File: src/rtl/tx_ais_ctrl.sv
module tx_ais_ctrl #(
  parameter int LOC_LIMIT = 64
) (
  input  logic       clk,
  input  logic       rst_n,
  input  logic       pri_stb,
  input  logic       alt_stb,
  input  logic       tx_bit,
  input  logic       ais_manual,
  input  logic       alt_clk_en,
  input  logic       auto_ais_en,
  input  logic       rx_los,
  input  logic       rx_loc,
  input  logic       dig_if_sel,
  input  logic       line_lpbk,
  output logic       line_bit,
  output logic       line_stb,
  output logic       tx_loc,
  output logic       ais_active,
  output logic [2:0] ais_cause
);
  localparam int CW = $clog2(LOC_LIMIT + 1);
  localparam logic [CW-1:0] GAP_LAST = CW'(LOC_LIMIT - 1);

  logic [CW-1:0] gap_cnt;
  logic man_q, loc_q, rx_q;
  logic rx_loss, ais_req, tgt_alt, pick_stb;

  always_ff @(posedge clk or negedge rst_n) begin
    if (!rst_n) begin
      gap_cnt <= '0;
      tx_loc  <= 1'b0;
    end else if (pri_stb) begin
      gap_cnt <= '0;
      tx_loc  <= 1'b0;
    end else if (gap_cnt == GAP_LAST) begin
      tx_loc  <= 1'b1;
    end else begin
      gap_cnt <= gap_cnt + 1'b1;
    end
  end

  assign rx_loss = auto_ais_en &
                   (line_lpbk ? (rx_los | rx_loc) : (dig_if_sel ? rx_loc : rx_los));

  always_ff @(posedge clk or negedge rst_n) begin
    if (!rst_n) begin
      man_q <= 1'b0;
      loc_q <= 1'b0;
      rx_q  <= 1'b0;
    end else begin
      man_q <= ais_manual;
      loc_q <= alt_clk_en & tx_loc;
      rx_q  <= rx_loss;
    end
  end

  assign ais_req  = man_q | loc_q | rx_q;
  assign tgt_alt  = ais_req & alt_clk_en;
  assign pick_stb = tgt_alt ? alt_stb : pri_stb;

  always_ff @(posedge clk or negedge rst_n) begin
    if (!rst_n) begin
      line_bit   <= 1'b0;
      line_stb   <= 1'b0;
      ais_active <= 1'b0;
    end else begin
      line_stb <= pick_stb;
      if (pick_stb) begin
        ais_active <= ais_req;
        line_bit   <= ais_req | tx_bit;
      end
    end
  end

  assign ais_cause = man_q ? 3'b001 :
                     loc_q ? 3'b010 :
                     rx_q  ? 3'b100 : 3'b000;
endmodule

File: config.mk
export PLATFORM = sky130hd
export DESIGN_NAME = tx_ais_ctrl
export DESIGN_NICKNAME = d
export VERILOG_FILES = /design/src/rtl/tx_ais_ctrl.sv
export SDC_FILE = /design/constraint.sdc
export NUM_CORES = 1
export LEC_CHECK = 0
export CAP_MARGIN = 20
export CORE_MARGIN = 2
export CORE_UTILIZATION = 35
export CTS_BUF_LIST = sky130_fd_sc_hd__clkbuf_8
export CTS_CLUSTER_SIZE = 16
export DETAILED_ROUTE_END_ITERATION = 7
export PLACE_DENSITY = 0.64
export SLEW_MARGIN = 40
export SYNTH_ARGS = -nofsm -noshare
export SYNTH_HDL_FRONTEND = slang
export SYNTH_SLANG_ARGS = --single-unit
File: constraint.sdc
create_clock -name clk -period 2.4 [get_ports clk]
set_input_delay 0.36 -clock clk [delete_from_list [all_inputs] [get_ports clk]]
set_output_delay 0.36 -clock clk [all_outputs]
set_load 0.1 [all_outputs]
======== Word level (Yosys, flattened, before mapping) ========
Cells that the tools add are included.
operators by class
  $add $sub $neg .......................... 1
  multipliers ............................. 0
  divide/modulo/power cells ............... 0
  $lt $le $gt $ge ......................... 0
  equal/unequal tests ..................... 2
  shifts and indexed selects .............. 0
  multiplexer cells ....................... 10
  bitwise operators ....................... 7
  reduce and logical (&&, ||, !) cells .... 1
operator list
  operator                                                               number
  7-bit 2-to-1 mux                                                       2
  3-bit 2-to-1 mux                                                       3
  7-bit by 1-bit adder with 7-bit output, second input constant          1
  7-bit by 6-bit equality test with 1-bit output, second input constant  1
  1-bit 2-to-1 mux                                                       5
  1-bit OR                                                               4
  1-bit bitwise AND                                                      3
  2-bit != test, second input constant                                   1
  2-bit nonzero test                                                     1
word-level totals
  flip-flop bits (word level) ............. 14
  latch bits .............................. 0
  RAM bits ................................ 0
  memory bits (read-only) ................. 0
  input bits .............................. 12
  output and inout bits ................... 7
  word-level logic and storage cells ...... 29
  memories kept ........................... 0

======== Longest topological paths before layout ========
Gate-level depths: netlist of run 1.
  word-level depth ........................ 4
  depth in mapped cells ................... 4
  depth with buffers taken out ............ 4

======== Least setup slack after synthesis of run 1 ========
OpenSTA, ideal clock, no wires.
  kind .................................... register to output
  start ................................... register man_q
  end ..................................... output port ais_cause[2]
  arrival time ............................ 2.620 ns
  data required time ...................... 2.040 ns
  setup slack ............................. -0.580 ns
  cell stages (with the launch flop) ...... 2
  path buffers ............................ 0
  path through ............................ dfrtp_1 > nor3b_1
between the ends
  cells in the longest elaborated chain, start to end .. 1
ends and longest elaborated chain
  what                    line  source
  start, declared         26    logic man_q, loc_q, rx_q;
  start signal, assigned  52    man_q <= ais_manual;
  3-bit 2-to-1 mux        76    assign ais_cause = man_q ? 3'b001 :
  end, declared           20    output logic [2:0] ais_cause
No other way between the ends.

======== Final worst setup path of run 1 ========
  start ................................... input port pri_stb
  end ..................................... register ais_active
between the ends
  cells in the longest elaborated chain, start to end .. 1
ends and longest elaborated chain
  what                  line  source
  start, declared       6     input logic pri_stb,
  1-bit 2-to-1 mux      60    assign pick_stb = tgt_alt ? alt_stb : pri_stb;
  end signal, assigned  70    ais_active <= ais_req;
  end, declared         19    output logic ais_active,
No other way between the ends.
A chain may end at the register's enable or synchronous reset.

==> impl_metrics.toml, run 1 <==
[pwr]
pwr-share-comb_pct = 21.0
peakVddDrop_mv = 0.333
p_switching_w = 0.000158
clkPwrFrac_pct = 32.7
finalPower_w = 0.000555
netSwitchingFraction_pct = 28.4
p_leak_nw = 0.389
p_int_w = 0.000397
power-per-cell-area_nw_per_um2 = 616
seq_power_share_pct = 46.4

[timing]
hold_viol = 0
drv_slew = 0
period_minus_slack_ps = 1540
rsz0062_at_grt = "false"
finClkSkew_ps = 0.910
fmax_mhz = 647
slew_headroom_pct = 57.6
timing.hold.ws_ps = 520
finalSetupTns_ps = 0
finalSetupViolations = 0
tightest_slew_ps = 634
period_share_pct = 64.4

[global_routing]
gr-usage-all-layers_pct = 12.5
grt_pass1_vias = 454
grt_start_max_net_pins = 15
antenna_found_initial = 0
grt_pass1_wl_microns = 1910
overflow = 0

[synth]
avgSynthCellArea_sq_um = 11.2
synth-seq-cells = 14
netlist_area_sq_um = 681
netlist_instances = 61
ys_types = 33
ys_warn_count = 0
ys_seq_area_share_pct = 51.5
synth_nets = 74

[worst_setup_path]
end_kind = "register"
cpLargestDelayFamily = "buffers and inverters"
crit_path_max_fanout = 12
cp_slowest_cell = "clkdlybuf4s50_1"
path_cells = "clkdlybuf4s50_1 -> inv_1 -> a2111oi_0 -> nor2_1"
required_ps = 2510
cpPeakStageDelay_ps = 710
worstPathArrival_ps = 1660
worst-setup-path-type = "in -> reg"
path_buf_inv = 2
cp-start-kind = "input pin"

[clock_network]
cts_sinks = 14
htree_levels = 1
cts_hold_buf = 0
cts_buffer_depth = 2
root_buffer = "clkbuf_8"
clkTransAtPathRegs_ps = 50
tritoncts = "yes"
post_cts_resized = 0
tritoncts.num_buffers = 3
worst_skew_pair.late_latency_ps = 240
cts_setup_buffers = 0

[min_path]
holdCritPathClass = "in -> async"

[final_layout]
multi_input_area_sq_um = 304
antenna_cells = 0
nFillCells = 166
areaGrowthSynthToFinish_pct = 32.4
utilization_pct = 50.5
drive_above_1_share_pct = 21.5
regArea_sq_um = 350
fin_nets = 94

[die]
rows = 15
core_sq_um = 1780
die_y_microns = 48.1
dieArea_sq_um = 2310
pin_count = 19
initial_core_util_pct = 38.2
dieWidth_microns = 48.1

[drt]
dr.pass1.iters = 2
wl_per_cell_microns = 12.1
finalWirelength_microns = 1260
vias = 525
route.met3.wl_microns = 43
ant_nets = 0
routed.top_layer = "met4"
routedLengthMet1_microns = 571
via_per_inst = 5.05
drc = 0
drt_iter0_markers = 2
dr_wl_met2_microns = 622

[placement]
port_buffers = 18
gp_congestion = 0.775

[run_status]
status = "completed"

[flow_run]
drv_cap = 0
## stage by stage
step	setup WS, ps	instance area, sq um	std cells
final	855	901	104
after global routing	785	901	104
after CTS	864	901	104
after detailed placement	624	860	101
after global placement	640	860	101
after floorplan	278	686	61
## registers in the layout, summed over array words and instances (netlist names)
signal,flops
loc_q,1
man_q,1
tx_loc,1
ais_active,1
gap_cnt,7
line_bit,1
rx_q,1
line_stb,1
## power by group through the flow
| stage | logic, W | registers (W) | clock network (W) |
|---|---|---|---|
| floorplan | 0.0000383 | 0.000300 | 0 |
| global placement | 0.000117 | 0.000261 | 0 |
| CTS | 0.000117 | 0.000257 | 0.000188 |
| finish | 0.000116 | 0.000257 | 0.000181 |
| detailed placement | 0.000117 | 0.000262 | 0 |
| global route | 0.000124 | 0.000258 | 0.000201 |
## path summary, 6_finish.rpt
| path | from | slack (ps) | cells past startpoint | end |
|---|---|---|---|---|
| max | pri_stb | 860 | 4 | ais_active$_DFFE_PN0P_ |
| min | rst_n | 520 | 1 | gap_cnt[2]$_DFFE_PN0P_ |
| max reg2reg | gap_cnt[0]$_DFFE_PN0P_ | 930 | 4 | gap_cnt[0]$_DFFE_PN0P_ |
| min reg2reg | tx_loc$_DFFE_PN0P_ | 520 | 1 | loc_q$_DFF_PN0_ |
| max in group asynchronous | rst_n | 1480 | 1 | ais_active$_DFFE_PN0P_ |
| min in group clk | tx_loc$_DFFE_PN0P_ | 520 | 1 | loc_q$_DFF_PN0_ |
## cell usage in the layout (no fill, tap or decap), types with 2 or more instances in the layout
cell type        netlist  layout
dfrtp_1               14      14
clkdlybuf4s50_1        0      11
buf_4                  2       7
nor2b_1                3       3
inv_1                  3       3
nand2b_1               3       3
nor2_1                 3       3
clkbuf_8               0       3
and2_1                 2       2
o31ai_1                2       2
a21oi_1                2       2
and3_1                 2       2
a211oi_1               2       2
a31oi_1                2       2
## synthesized netlist by cell type
cell type	n	area (sq um)
dfrtp_1	14	350
inv_1	3	11.3
nand2b_1	3	18.8
nor2_1	3	11.3
nor2b_1	3	18.8
a211oi_1	2	15.0
a21oi_1	2	10.0
a31oi_1	2	12.5
and2_1	2	12.5
and3_1	2	12.5
buf_4	2	15.0
o31ai_1	2	15.0
a2111oi_0	1	8.76
a211oi_2	1	12.5
a2bb2oi_1	1	8.76
and4_2	1	10.0
buf_2	1	5.00
ha_1	1	12.5
mux2_1	1	11.3
mux2_2	1	11.3
mux2i_1	1	10.0
nand2_1	1	3.75
nand2_2	1	6.26
nand4_1	1	6.26
nor3_1	1	5.00
nor3_2	1	10.0
nor3b_1	1	7.51
nor4_1	1	6.26
o2111a_1	1	11.3
o21a_1	1	7.51
o21ai_0	1	5.00
o21bai_1	1	7.51
or3_4	1	11.3
## cells by family (layout without fill, tap and decap cells)
logic type	Yosys count	count (layout)	synth area share [%]
DFF	14	14	51.5
AOI/OAI and AO/OA	15	15	16.7
muxes	3	3	4.78
buffers and inverters	6	24	4.59
adders and majority gates	1	1	1.84
and+or+nand+nor	22	22	20.6
## routing by layer
layer  vias to the layer above  track usage, %
li1                        257               -
met1                       257            15.2
met2                         9            19.5
met3                         2            5.56
met4                         0            4.86
met5                         -               0
## final cells by class
type	count	area share (%)
Clock buffer	3	4.58
Sequential cell	14	38.9
Inverter	3	1.25
Multi-Input combinational cell	41	33.8
Timing Repair Buffer	18	18.1
Tap cell	25	3.47
Power figures use the tool's default switching activity.
==> run 2: changes to the inputs <==
==> constraint.sdc (replaced) <==
create_clock -name clk -period 1.5 [get_ports clk]
set_input_delay 0.225 -clock clk [delete_from_list [all_inputs] [get_ports clk]]
set_output_delay 0.225 -clock clk [all_outputs]
set_load 0.1 [all_outputs]
==> run 2 against run 1 <==
  * Largest power group unchanged
  * Critical path depth down 1
  * Highest routed layer unchanged
  * Sequential share of layout area decreased by 5.2 points
  * Hold slack got worse by 230 ps
  * Final cell count grew 4.8%
  * Via count decreased by 0.95%
  * Clock power rose by 98%
  * Sequential cell count stayed put
  * Worst setup slack got worse by 790 ps
  * Core utilization rose by 7.9 points
  * Total power increased by 80%
  * Clock skew hardly changed
==> impl_metrics.toml, run 2 (synthesized netlist as in run 1, its figures left out) <==
[placement]
port_buffers = 18
detailed_place_hpwl_microns = 1020
gp_congestion = 0.729

[clock_network]
cts_hold_buf = 0
tritoncts.num_buffers = 3
root_buffer = "clkbuf_8"
htree_levels = 1
cts_buffer_depth = 2
post_cts_resized = 0
cts_sinks = 14
cts_setup_buffers = 0
clkTransAtPathRegs_ps = 60
worst_skew_pair.late_latency_ps = 240
tritoncts = "yes"

[final_layout]
areaGrowthSynthToFinish_pct = 52.9
largest_reg_flops = 7
nFillCells = 157
mostFrequentLayoutCells = "14 x dfrtp_1, 11 x clkdlybuf4s50_1, 7 x buf_12, 4 x clkbuf_8, 4 x buf_4"
regMostFlops = "gap_cnt"
antenna_cells = 0
drive_above_1_share_pct = 27.4
fin_nets = 98
layout_commonest_cell = "dfrtp_1"

[global_routing]
gr-usage-all-layers_pct = 13.8
grt_start_max_net_pins = 15
grt_pass1_vias = 493
antenna_found_initial = 0
grt_pass1_wl_microns = 2160
overflow = 0

[timing]
slew_headroom_pct = 68.8
fmax_mhz = 696
timing.hold.ws_ps = 285
hold_viol = 0
drv_slew = 0
rsz0062_at_grt = "false"
tightest_slew_ps = 457
finClkSkew_ps = 1.23
finalSetupTns_ps = 0
period_minus_slack_ps = 1440
period_share_pct = 95.7
finalSetupViolations = 0

[drt]
ant_nets = 0
finalWirelength_microns = 1330
vias = 520
dr.pass1.iters = 3
drc = 0
via_per_inst = 4.77
drt_iter0_markers = 4
wl_per_cell_microns = 12.2

[worst_setup_path]
required_ps = 1270
end_kind = "output pin"
cp-start-kind = "register"
worst-setup-path-type = "reg -> out"
worstPathArrival_ps = 1210
cp_slowest_cell = "dfrtp_1"
path_cells = "buf_4 -> nor3b_4 -> buf_12"
cpLargestDelayFamily = "flip-flops"
cpPeakStageDelay_ps = 380
path_buf_inv = 2
crit_path_max_fanout = 5

[min_path]
holdCritPathClass = "in -> async"

[flow_run]
drv_cap = 0

[run_status]
status = "completed"

[die]
rows = 15
dieArea_sq_um = 2310
die_y_microns = 48.1
core_sq_um = 1780
dieWidth_microns = 48.1
pin_count = 19
initial_core_util_pct = 38.2

[pwr]
power-per-cell-area_nw_per_um2 = 961
p_leak_nw = 0.444
peakVddDrop_mv = 0.632
[run 2: stage by stage]
stage | utilization, % | worst slack, ps | cells | cell area (sq um) | total power, W
4_1_cts | 58.0 | 32.7 | 109 | 1030 | 0.00101
5_1_grt | 58.4 | 9.87 | 109 | 1040 | 0.00104
3_5_place_dp | 54.9 | 79.9 | 105 | 980 | 0.000650
3_3_place_gp | 54.9 | 104 | 105 | 980 | 0.000648
6_report | 58.4 | 64.2 | 109 | 1040 | 0.00100
2_1_floorplan | - | -365 | 61 | 688 | 0.000541
[run 2: path summary, 6_finish.rpt]
kind	from	end	slack (ps)	cells after the start
max in group asynchronous	rst_n	line_bit$_DFFE_PN0P_	1050	2
min in group clk	ais_manual	man_q$_DFF_PN0_	440	1
setup / recovery	man_q$_DFF_PN0_	ais_cause[2]	60	3
hold reg to reg	gap_cnt[5]$_DFFE_PN0P_	gap_cnt[5]$_DFFE_PN0P_	510	1
setup reg to reg	loc_q$_DFF_PN0_	line_bit$_DFFE_PN0P_	130	3
hold / removal	rst_n	gap_cnt[2]$_DFFE_PN0P_	290	2
[run 2: report_power, final]
group	switching (W)	total (W)	internal, W
clock	0.000126	0.000358	0.000232
sequential	0.0000185	0.000415	0.000397
combinational	0.000129	0.000228	0.0000981
[run 2: cell type report]
class / instances / area (sq um) / area share [%]
Sequential cell: 14 / 350 / 33.7
Multi-Input combinational cell: 41 / 313 / 30.0
Timing Repair Buffer: 22 / 280 / 26.9
Clock buffer: 4 / 55.1 / 5.29
Tap cell: 25 / 31.3 / 3.00
Inverter: 3 / 11.3 / 1.08
[run 2: routing by layer]
metal  track usage, %  vias to the layer above  share of wire [%]
met1             18.0                      242                 46
met2             20.8                       11                 49
li1                 -                      265                  -
met5                0                        -                  0
met3             5.56                        2                4.3
met4             4.86                        0                1.1
[run 2: worst register-to-register path, stage by stage (launching register included)]
cell and delay [ps]:
dfrtp_1 440, o31ai_1 300, mux2_2 380, a2bb2oi_1 130
==> run 3: changes to the inputs <==
--- a/config.mk
+++ b/config.mk
@@ -6,7 +6,7 @@
 export NUM_CORES = 1
 export LEC_CHECK = 0
 export CAP_MARGIN = 20
-export CORE_MARGIN = 2
+export CORE_MARGIN = 1.5
 export CORE_UTILIZATION = 35
 export CTS_BUF_LIST = sky130_fd_sc_hd__clkbuf_8
 export CTS_CLUSTER_SIZE = 16
==> run 3 against run 2 <==
  * Combinational power barely moved
  * Sequential cell count did not move
  * Largest power group unchanged
  * Largest cell class unchanged
  * Routed wire length fell by 0.15%
  * Critical endpoint unchanged
  * Register-to-register slack barely moved
  * Fmax fell by 1.3%
  * Clock skew fell by 0.82 ps
==> impl_metrics.toml, run 3 (synthesized netlist as in run 1, its figures left out) <==
[run_status]
status = "completed"

[worst_setup_path]
worst-setup-path-type = "reg -> out"
rrSetupSlack_ps = 120
end_kind = "output pin"
cpPeakStageDelay_ps = 380
path_buf_inv = 2
required_ps = 1270
cpLargestDelayFamily = "flip-flops"
cp_slowest_cell = "dfrtp_1"
cp-start-kind = "register"
path_cells = "buf_4 -> nor3b_2 -> buf_12"
r2r_end = "gap_cnt[2]$_DFFE_PN0P_"
crit_path_max_fanout = 5
worstPathArrival_ps = 1230
reg2reg_depth = 4
r2r-start = "gap_cnt[0]$_DFFE_PN0P_"

[pwr]
seq_power_share_pct = 41.3
pwr-share-comb_pct = 22.7
power-per-cell-area_nw_per_um2 = 964
p_switching_w = 0.000277
peakVddDrop_mv = 0.761
finalPower_w = 0.00100
p_leak_nw = 0.449
p_int_w = 0.000728
clkPwrFrac_pct = 36.0
netSwitchingFraction_pct = 27.6

[placement]
dpl_cell_area_sq_um = 987
gp_congestion = 0.744
port_buffers = 18
detailed_place_hpwl_microns = 1060
placed_cells = 106

[die]
initial_core_util_pct = 38.2
die_y_microns = 47.1
rows = 15
dieWidth_microns = 47.1
core_sq_um = 1780
dieArea_sq_um = 2220
pin_count = 19

[timing]
finClkSkew_ps = 0.411
fmax_mhz = 687
period_share_pct = 97.0
finalSetupTns_ps = 0
slew_headroom_pct = 75.4
drv_slew = 0
hold_viol = 0
timing.hold.ws_ps = 283
finalSetupViolations = 0
period_minus_slack_ps = 1450
rsz0062_at_grt = "false"
tightest_slew_ps = 360

[final_layout]
layout_commonest_cell = "dfrtp_1"
regMostFlops = "gap_cnt"
drive_above_1_share_pct = 28.2
largest_reg_flops = 7
fin_area_sq_um = 1040
antenna_cells = 0
mostFrequentLayoutCells = "14 x dfrtp_1, 11 x clkdlybuf4s50_1, 7 x buf_12, 5 x buf_4, 4 x clkbuf_8"
fin_nets = 99
nFillCells = 159
areaGrowthSynthToFinish_pct = 53.1
instances_no_fill = 110

[clock_network]
cts_setup_buffers = 0
cts_hold_buf = 0
cts_buffer_depth = 2
root_buffer = "clkbuf_8"
tritoncts.num_buffers = 3
cts_sinks = 14
clkTransAtPathRegs_ps = 50
htree_levels = 1
worst_skew_pair.late_latency_ps = 240
tritoncts = "yes"
post_cts_resized = 0

[drt]
ant_nets = 0
via_per_inst = 4.94
drt_iter0_markers = 9
dr.pass1.iters = 4
wl_per_cell_microns = 12.0
finalWirelength_microns = 1320
drc = 0
vias = 543

[global_routing]
antenna_found_initial = 0
overflow = 0
grt_start_max_net_pins = 12
gr-usage-all-layers_pct = 14.5
grt_pass1_wl_microns = 2080
grt_pass1_vias = 475

[flow_run]
drv_cap = 0

[min_path]
holdCritPathClass = "in -> async"
[run 3: cell types whose count changed in the layout (fill, tap and decap cells not counted), sizes merged]
cell	change
buf	+1
[run 3: final cells by class]
type | count | area [sq um] | area share (%)
tap | 25 | 31.3 | 3.00
multi-input combinational | 41 | 307 | 29.4
clock buffer | 4 | 55.1 | 5.28
sequential | 14 | 350 | 33.6
timing repair buffer | 23 | 288 | 27.6
inverter | 3 | 11.3 | 1.08
[run 3: how the worst max path moves through the flow]
stage,start,end,slack (ps),depth (start not counted)
global placement,alt_clk_en,line_bit$_DFFE_PN0P_,100,4
finish,man_q$_DFF_PN0_,ais_cause[2],50,3
detailed placement,alt_clk_en,line_bit$_DFFE_PN0P_,90,4
CTS,man_q$_DFF_PN0_,ais_cause[2],40,3
floorplan,man_q$_DFF_PN0_,ais_cause[2],-360,1
global route,man_q$_DFF_PN0_,ais_cause[2],6,3
[run 3: per-stage QoR]
step / utilization, % / setup WS (ps)
finish: 58.5 / 45.3
global route: 58.5 / 6.29
CTS: 58.5 / 37.1
detailed placement: 55.4 / 86.5
global placement: 55.4 / 103
floorplan: - / -365
[run 3: layer usage]
layer | global-route usage (%) | up-vias | share of wire (%) | wire, microns
li1 | - | 271 | - | -
met1 | 18.6 | 259 | 47 | 619
met2 | 19.7 | 9 | 48 | 634
met3 | 4.62 | 4 | 2.1 | 28
met4 | 11.7 | 0 | 3.1 | 41
met5 | 0 | - | 0 | 0
[run 3: power by group through the flow]
stage          Clock (W)  Combinational (W)  Sequential, W
6_report        0.000361           0.000228       0.000415
5_1_grt         0.000393           0.000239       0.000418
4_1_cts         0.000378           0.000231       0.000415
3_5_place_dp           0           0.000231       0.000422
3_3_place_gp           0           0.000228       0.000422
2_1_floorplan          0          0.0000613       0.000480
